File: src/rtl/bus_arb_pkg.sv
package bus_arb_pkg;
    typedef enum logic {
        ARB_IDLE = 1'b0,
        ARB_BUSY = 1'b1
    } arb_state_e;
endpackage

File: src/rtl/arb_wait_ctr.sv
module arb_wait_ctr #(
    parameter int WAIT_W = 8
) (
    input  logic              clk,
    input  logic              rst,
    input  logic              pending,
    input  logic              clear,
    output logic [WAIT_W-1:0] age
);
    localparam logic [WAIT_W-1:0] AGE_MAX = '1;

    always_ff @(posedge clk) begin
        if (rst) begin
            age <= '0;
        end else if (clear) begin
            age <= '0;
        end else if (pending && (age != AGE_MAX)) begin
            age <= age + 1'b1;
        end
    end
endmodule

File: src/rtl/arb_pick.sv
module arb_pick #(
    parameter int N      = 4,
    parameter int WAIT_W = 8,
    parameter int IDX_W  = 2
) (
    input  logic [N-1:0]             req,
    input  logic [N-1:0][WAIT_W-1:0] ages,
    input  logic [WAIT_W-1:0]        limit,
    output logic                     win_valid,
    output logic [IDX_W-1:0]         win_idx
);
    logic              urg_hit;
    logic [IDX_W-1:0]  urg_idx;
    logic [WAIT_W-1:0] urg_age;
    logic              any_hit;
    logic [IDX_W-1:0]  top_idx;

    always_comb begin
        any_hit = 1'b0;
        top_idx = '0;
        for (int i = N - 1; i >= 0; i--) begin
            if (req[i]) begin
                any_hit = 1'b1;
                top_idx = IDX_W'(i);
            end
        end

        urg_hit = 1'b0;
        urg_idx = '0;
        urg_age = '0;
        for (int i = 0; i < N; i++) begin
            if (req[i] && (ages[i] >= limit)) begin
                if (!urg_hit || (ages[i] > urg_age)) begin
                    urg_hit = 1'b1;
                    urg_idx = IDX_W'(i);
                    urg_age = ages[i];
                end
            end
        end

        win_valid = any_hit;
        win_idx   = urg_hit ? urg_idx : top_idx;
    end
endmodule

File: src/rtl/bus_arbiter.sv
module bus_arbiter #(
    parameter int N      = 4,
    parameter int WAIT_W = 8
) (
    input  logic              clk,
    input  logic              rst,
    input  logic [N-1:0]      req,
    input  logic [WAIT_W-1:0] age_limit,
    output logic [N-1:0]      gnt
);
    import bus_arb_pkg::*;

    localparam int IDX_W = (N > 1) ? $clog2(N) : 1;

    arb_state_e              state_q, state_d;
    logic [IDX_W-1:0]        owner_q, owner_d;
    logic [N-1:0][WAIT_W-1:0] ages;
    logic [N-1:0]            age_clr;
    logic                    win_valid;
    logic [IDX_W-1:0]        win_idx;
    logic                    owner_req;

    assign owner_req = req[owner_q];

    arb_pick #(
        .N      (N),
        .WAIT_W (WAIT_W),
        .IDX_W  (IDX_W)
    ) u_pick (
        .req       (req),
        .ages      (ages),
        .limit     (age_limit),
        .win_valid (win_valid),
        .win_idx   (win_idx)
    );

    always_comb begin
        for (int i = 0; i < N; i++) begin
            age_clr[i] = !req[i]
                       || ((state_q == ARB_BUSY) && (owner_q == IDX_W'(i)))
                       || ((state_q == ARB_IDLE) && win_valid && (win_idx == IDX_W'(i)));
        end
    end

    for (genvar g = 0; g < N; g++) begin : g_age
        arb_wait_ctr #(
            .WAIT_W (WAIT_W)
        ) u_ctr (
            .clk     (clk),
            .rst     (rst),
            .pending (req[g]),
            .clear   (age_clr[g]),
            .age     (ages[g])
        );
    end

    // next-state logic
    always_comb begin
        state_d = state_q;
        owner_d = owner_q;
        unique case (state_q)
            ARB_IDLE: begin
                if (win_valid) begin
                    state_d = ARB_BUSY;
                    owner_d = win_idx;
                end
            end
            ARB_BUSY: begin
                if (!owner_req) begin
                    state_d = ARB_IDLE;
                end
            end
            default: state_d = ARB_IDLE;
        endcase
    end

    // state register
    always_ff @(posedge clk) begin
        if (rst) begin
            state_q <= ARB_IDLE;
            owner_q <= '0;
        end else begin
            state_q <= state_d;
            owner_q <= owner_d;
        end
    end

    // outputs
    always_comb begin
        gnt = '0;
        if (state_q == ARB_BUSY) begin
            gnt[owner_q] = 1'b1;
        end
    end
endmodule

File: config.mk
export PLATFORM = sky130hd
export DESIGN_NAME = bus_arbiter
export DESIGN_NICKNAME = d
export VERILOG_FILES = /design/src/rtl/bus_arb_pkg.sv /design/src/rtl/arb_wait_ctr.sv /design/src/rtl/arb_pick.sv /design/src/rtl/bus_arbiter.sv
export SDC_FILE = /design/constraint.sdc
export NUM_CORES = 1
export LEC_CHECK = 0
export BUFFER_PORTS_ARGS = -buffer_cell sky130_fd_sc_hd__buf_2
export CORE_AREA = 5 5 105 107
export DETAILED_ROUTE_END_ITERATION = 7
export DIE_AREA = 0 0 110 112
export GPL_TIMING_DRIVEN = 0
export HOLD_SLACK_MARGIN = 0.08
export SLEW_MARGIN = 25
export SYNTH_ARGS = -nofsm -noshare
export SYNTH_HDL_FRONTEND = slang
export SYNTH_SLANG_ARGS = --single-unit
File: constraint.sdc
create_clock -name clk -period 17.2 [get_ports clk]
set_clock_uncertainty 0.15 [all_clocks]
set_input_delay 1.72 -clock clk [delete_from_list [all_inputs] [get_ports clk]]
set_output_delay 1.72 -clock clk [all_outputs]
set_load 0.03 [all_outputs]
## Word-level counts from Yosys, hierarchy flattened

Index checks and enable logic that the tools add are counted.
W data, S select, Z words.

- Flip-flop bits (word level): 35
- Bits in latches: 0
- Memory bits (writable): 0
- ROM bits: 0
- Input bits: 14
- Logic and storage cells: 108
- Memories: 0

- Add/subtract/negate cells: 4
- Multipliers: 0
- Divide/modulo/power cells: 0
- Magnitude comparators: 9
- Equality and inequality tests: 10
- Shifts and indexed selects: 0
- Mux-type cells: 35
- Bitwise gates (word level): 1
- Reduce and logical (&&, ||, !) cells: 43

Operators by type and width:

| operator | number |
|---|---|
| $mux W8 | 5 |
| $add A8 B1 Y8 const B | 4 |
| $ge A8 B8 Y1 | 4 |
| $ne A8 B8 Y1 const B | 4 |
| $gt A8 B8 Y1 | 3 |
| $mux W2 | 10 |
| $logic_and A1 B1 Y1 | 18 |
| $mux W1 | 16 |
| $logic_or A1 B1 Y1 | 11 |
| $eq A2 B2 Y1 const B | 4 |
| $reduce_or A2 Y1 | 4 |
| $logic_not A1 Y1 | 7 |
| $eq A2 B1 Y1 const B | 2 |
| $logic_not A2 Y1 | 2 |
| $mux W4 | 1 |
| $lt A2 B3 Y1 const B | 1 |
| $bmux W1 S2 | 1 |
| $demux W1 S2 | 1 |
| $ge A2 B1 Y1 const B | 1 |
| $pmux W1 S2 | 1 |
| $reduce_and A2 Y1 | 1 |
| $not A1 Y1 | 1 |

## Longest topological paths before layout

- Depth in word-level cells: 20
- Depth in mapped cells: 33
- Depth with buffers taken out: 30

## By module

Synthesis repeated with hierarchy kept, for this count alone.

- Cells, all modules: 418
- Area, all modules: 3544.6 um2

By module, submodules not included:

| module | instances | cells an instance | area an instance (um2) |
|---|---|---|---|
| arb_wait_ctr | 4 | 47 | 435.4 |
| arb_pick | 1 | 202 | 1591.5 |
| bus_arbiter | 1 | 28 | 211.5 |

## Least setup slack after synthesis

OpenSTA, ideal clock, no wires.

- Path kind: input to register
- Start point: in age_limit[0]
- End point: reg g_age[1].u_ctr.age[6]
- Setup time: 0.120 ns
- Arrival time: 7.422 ns
- Required time: 16.930 ns
- Slack: 9.509 ns
- Cell stages on the path: 31
- Path buffers: 3
- Path through: ha_1 nand2b_1 a2111oi_2 nor3_1 o221a_4 buf_6 and2_1 ha_1 nor2b_1 o211ai_1 a21oi_1 o21ai_0 a21oi_2 mux2_2 ha_1 nand2_1 or4_1 o21ai_0 o21a_1 nor2_2 mux2_2 ha_1 a21o_1 a22oi_1 a32oi_1 nand3b_1 o211a_1 and3_1 buf_6 buf_6 a21oi_2

- Cells in the longest elaborated chain, start to end: 20

Ends and longest elaborated chain:

| element | line | text |
|---|---|---|
| from (decl) | bus_arbiter.sv:8 | `input logic [WAIT_W-1:0] age_limit,` |
| $ge A8 B8 Y1 | arb_pick.sv:32 | `if (req[i] && (ages[i] >= limit)) begin` |
| $logic_and A1 B1 Y1 | arb_pick.sv:32 |  |
| $mux W8 / $mux W1 (equally long branches) | arb_pick.sv:32 |  |
| $gt A8 B8 Y1 / $logic_not A1 Y1 (equally long branches) | arb_pick.sv:33 | `if (!urg_hit \|\| (ages[i] > urg_age)) begin` |
| $logic_or A1 B1 Y1 | arb_pick.sv:33 |  |
| $mux W8 / $mux W1 (equally long branches) | arb_pick.sv:33 |  |
| $mux W8 / $mux W1 (equally long branches) | arb_pick.sv:32 |  |
| $gt A8 B8 Y1 / $logic_not A1 Y1 (equally long branches) | arb_pick.sv:33 |  |
| [... 4 more ...] | -- |  |
| $logic_or A1 B1 Y1 | arb_pick.sv:33 |  |
| $mux W2 / $mux W1 (equally long branches) | arb_pick.sv:33 |  |
| $mux W2 / $mux W1 (equally long branches) | arb_pick.sv:32 |  |
| $mux W2 * | arb_pick.sv:42 | `win_idx = urg_hit ? urg_idx : top_idx;` |
| $eq A2 B1 Y1 * | bus_arbiter.sv:41 | `\|\| ((state_q == ARB_IDLE) && win_valid && (win_idx == IDX_W'(i)));` |
| $logic_and A1 B1 Y1 * | bus_arbiter.sv:41 |  |
| $logic_or A1 B1 Y1 * | bus_arbiter.sv:41 |  |
| $reduce_or A2 Y1 (no source line) * | -- |  |
| to (signal assigned) | arb_wait_ctr.sv:18 | `age <= age + 1'b1;` |
| to (decl) | arb_wait_ctr.sv:8 | `output logic [WAIT_W-1:0] age` |

Mark *: on every way between the ends. The rest lies on a longest branch, timed or not.
A chain may end at the register's enable or synchronous reset.

## Worst setup path in the final report

- Start point: in age_limit[0]
- End point: reg g_age[3].u_ctr.age[7]

- Cells in the longest elaborated chain, start to end: 20

Ends and longest elaborated chain:

| element | line |
|---|---|
| $ge A8 B8 Y1 | arb_pick.sv:32 |
| $logic_and A1 B1 Y1 | arb_pick.sv:32 |
| $mux W8 / $mux W1 (equally long branches) | arb_pick.sv:32 |
| $gt A8 B8 Y1 / $logic_not A1 Y1 (equally long branches) | arb_pick.sv:33 |
| $logic_or A1 B1 Y1 | arb_pick.sv:33 |
| $mux W8 / $mux W1 (equally long branches) | arb_pick.sv:33 |
| $mux W8 / $mux W1 (equally long branches) | arb_pick.sv:32 |
| $gt A8 B8 Y1 / $logic_not A1 Y1 (equally long branches) | arb_pick.sv:33 |
| [... 4 more ...] | -- |
| $logic_or A1 B1 Y1 | arb_pick.sv:33 |
| $mux W2 / $mux W1 (equally long branches) | arb_pick.sv:33 |
| $mux W2 / $mux W1 (equally long branches) | arb_pick.sv:32 |
| $mux W2 * | arb_pick.sv:42 |
| $eq A2 B2 Y1 * | bus_arbiter.sv:41 |
| $logic_and A1 B1 Y1 * | bus_arbiter.sv:41 |
| $logic_or A1 B1 Y1 * | bus_arbiter.sv:41 |
| $reduce_or A2 Y1 (no source line) * | -- |
| to (signal assigned) | arb_wait_ctr.sv:18 |
| to (decl) | arb_wait_ctr.sv:8 |

Marked as above.

==> flow_summary_export.csv <==
group,metric,value,unit
grt,grt_max_degree,11,
sta,rsz0062_at_grt,"false",
synth,syn_inst,418,
worst_hold_path,min_path_type,"reg -> reg",
layout,final_cells,578,
synth,ys_ff_latch,35,
worst_setup_path,crit_top_cell,"ha_1",
layout,area_delta_synth_final,10.2,%
job,cap_violations,0,
sta,setup_viol,0,
pwr,peakVddDrop,0.0216,mV
grt,grt_pass1_wl,15200,um
grt,gr-total-overflow,0,
grt,grt_pass1_vias,3005,
grt,gr-usage-all-layers,0.156,
sta,fmax,115,MHz
placement,dpl.hpwl,7420,um
routing,drtPass1Iterations,4,
sta,slew_violations,0,
layout,final_nets,515,
clock_tree,post_cts_resized,0,
sta,hold_viol,0,
worst_setup_path,critPathLaunchType,"primary input",
clock_tree,clk_path_buf_depth,2,
layout,multi_input_area,2540,sq um
worst_setup_path,path_max_fanout,10,
synth,netlist_area,3420,sq um
placement,gp_congestion,0.883,
pwr,power_density,49.1,nW/um^2
sta,holdWs,0.392,ns
clock_tree,cts_made_buffers,5,
routing,via_per_inst,5.32,
layout,n_antenna_cell,0,
sta,period_share,0.508,
clock_tree,htreeDepth,2,
die,die-area,12300,sq um
routing,routed_wl,9260,um
die,coreArea,10000,sq um
worst_setup_path,cp_slowest_cell,"a21oi_2",
sta,worstMarginPinSlew,0.988,ns
synth,seq_area_frac_synth,0.205,
worst_setup_path,required,17.22,ns
clock_tree,clock-sinks,35,
layout,num-fill-cells,1022,
worst_setup_path,crit_path_max_incr_delay,0.44,ns
clock_tree,cts_tree,"built",
clock_tree,postCtsSetupBuffers,0,
layout,regArea,701,sq um
synth,yosys.cell_types.count,50,
sta,setup_tns,0,ns
synth,synth_ff_type,"dfxtp_1",
clock_tree,clock-root-buffer,"clkbuf_8",
clock_tree,cts.clk_slew.worst_paths,0.07,ns
pwr,leakagePower,1.59,nW
die,die_w,110,um
worst_setup_path,worstPathArrival,8.75,ns
synth,synth_edf_count,0,
placement,port_buffers,16,
routing,wire_per_inst,16.0,um
synth,synth_area_per_cell,8.18,sq um
synth,synth_nets,492,
routing,vias,3076,
synth,async_flop_share,0,
sta,period_needed,8.73,ns
synth,ys_warn_count,0,
sta,slew_headroom,0.336,
clock_tree,cts_hold_buf,0,
placement,dp_cells,570,
die,initial_core_util,0.341,
clock_tree,clkLatencyLatePin,0.29,ns
routing,drtIter0Drc,127,
run_status,status,"complete, no violations",
worst_setup_path,path_class,"in -> reg",
grt,antenna_found_initial,0,
die,io_pins,18,
routing,antenna_left,0,
die,fp.dieH,112,um
sta,postLayoutSetupSlackWorst,8.47,ns
layout,final_layout_size_suffix_gt1_frac,0.149,
worst_setup_path,end_kind,"flop",
routing,route.detailed.drc,0,
placement,dpl_worst_slack,8.19,ns
die,row_count,37,
==> cell usage in the layout, fill, tap and decap left out, types with 4 or more instances in the layout <==
cell | Yosys | final
dfxtp_1 | 35 | 35
ha_1 | 60 | 60
a21oi_1 | 41 | 41
nor3_1 | 10 | 10
xor2_1 | 5 | 5
nand2_1 | 57 | 57
nor2_1 | 21 | 21
o211ai_1 | 7 | 7
inv_1 | 32 | 32
and3_1 | 5 | 5
nand3_1 | 11 | 11
xnor2_1 | 21 | 21
o21a_1 | 8 | 8
o21ai_0 | 12 | 12
a21oi_2 | 12 | 12
clkbuf_8 | 0 | 7
nand4_1 | 9 | 9
a41oi_1 | 4 | 4
mux2_2 | 18 | 18
buf_2 | 3 | 19
==> path summary, 6_finish.rpt <==
kind	start	to	slack (ns)	depth (start not counted)
worst max-delay path	age_limit[0]	g_age[3].u_ctr.age[7]	8.47	32
worst max register to register	g_age[0].u_ctr.age[0]	g_age[3].u_ctr.age[7]	9.53	32
worst min-delay path	state_q	state_q	0.39	2
worst min register to register	state_q	state_q	0.39	2
==> logic make-up (layout without fill, tap and decap cells) <==
family          after synthesis  in the layout  share of synthesized area
xor+xnor                     26             26                     0.0666
mux                          20             20                     0.0688
compound gates              104            104                      0.204
buf+inv                      40             64                     0.0527
simple gates                133            133                      0.183
flops                        35             35                      0.205
fa+ha+maj                    60             60                      0.219
==> state kept, by name, indices dropped and copies added, names as in the netlist <==
| name | count |
|---|---|
| state_q | 1 |
| g_age.u_ctr.age | 32 |
| owner_q | 2 |
==> where the power goes <==
part | total (mW) | internal [mW] | switching (mW)
sequential | 0.0848 | 0.0825 | 0.00232
clock | 0.0669 | 0.0366 | 0.0304
combinational | 0.0336 | 0.0122 | 0.0213
==> cells in the mapped netlist, types with 3 or more instances <==
| library cell | n | area (sq um) |
|---|---|---|
| a21oi_1 | 41 | 205 |
| a41oi_1 | 4 | 35.0 |
| nor3_1 | 10 | 50.1 |
| o21a_1 | 8 | 60.1 |
| dfxtp_1 | 35 | 701 |
| mux2_2 | 18 | 203 |
| a21o_1 | 3 | 22.5 |
| and4_1 | 3 | 26.3 |
| nor2_1 | 21 | 78.8 |
| nand2_1 | 57 | 214 |
| buf_2 | 3 | 15.0 |
| nor3b_1 | 3 | 22.5 |
| buf_6 | 3 | 33.8 |
| ha_1 | 60 | 751 |
| nor2b_1 | 3 | 18.8 |
| nand2b_1 | 3 | 18.8 |
| and3_1 | 5 | 31.3 |
| xnor2_1 | 21 | 184 |
| o211ai_1 | 7 | 52.6 |
| a21oi_2 | 12 | 105 |
| nand4_1 | 9 | 56.3 |
| inv_1 | 32 | 120 |
| o21ai_0 | 12 | 60.1 |
| xor2_1 | 5 | 43.8 |
| nand3_1 | 11 | 55.1 |
==> cell type report <==
type                            count  area share
Buffer                              8      0.0159
Multi-Input combinational cell    343       0.674
Timing Repair Buffer               16      0.0212
Tap cell                          136      0.0451
Sequential cell                    35       0.186
Inverter                           32      0.0319
Clock buffer                        8      0.0265
==> metal layers <==
layer  up-vias  part of all wire  track usage
met5         -                 0            0
met4         0             0.038       0.0690
met3        21             0.027       0.0209
met2        46              0.47        0.254
met1      1446              0.47        0.202
li1       1563                 -            -
==> critical path, delay by kind of cell <==
kind	cells	cell delay [ns]
mux	2	0.83
compound gates	15	3.21
simple gates	8	1.35
fa+ha+maj	4	1.05
buf+inv	3	0.58
==> per-stage QoR <==
stage               power (mW)  utilization  instance area, sq um
finish                   0.185        0.375                  3770
global route             0.196        0.375                  3770
CTS                      0.188        0.375                  3770
detailed placement       0.120        0.365                  3670
global placement         0.119        0.365                  3670
floorplan                0.109            -                  3420
No activity file was read; power rests on OpenSTA's default activity.
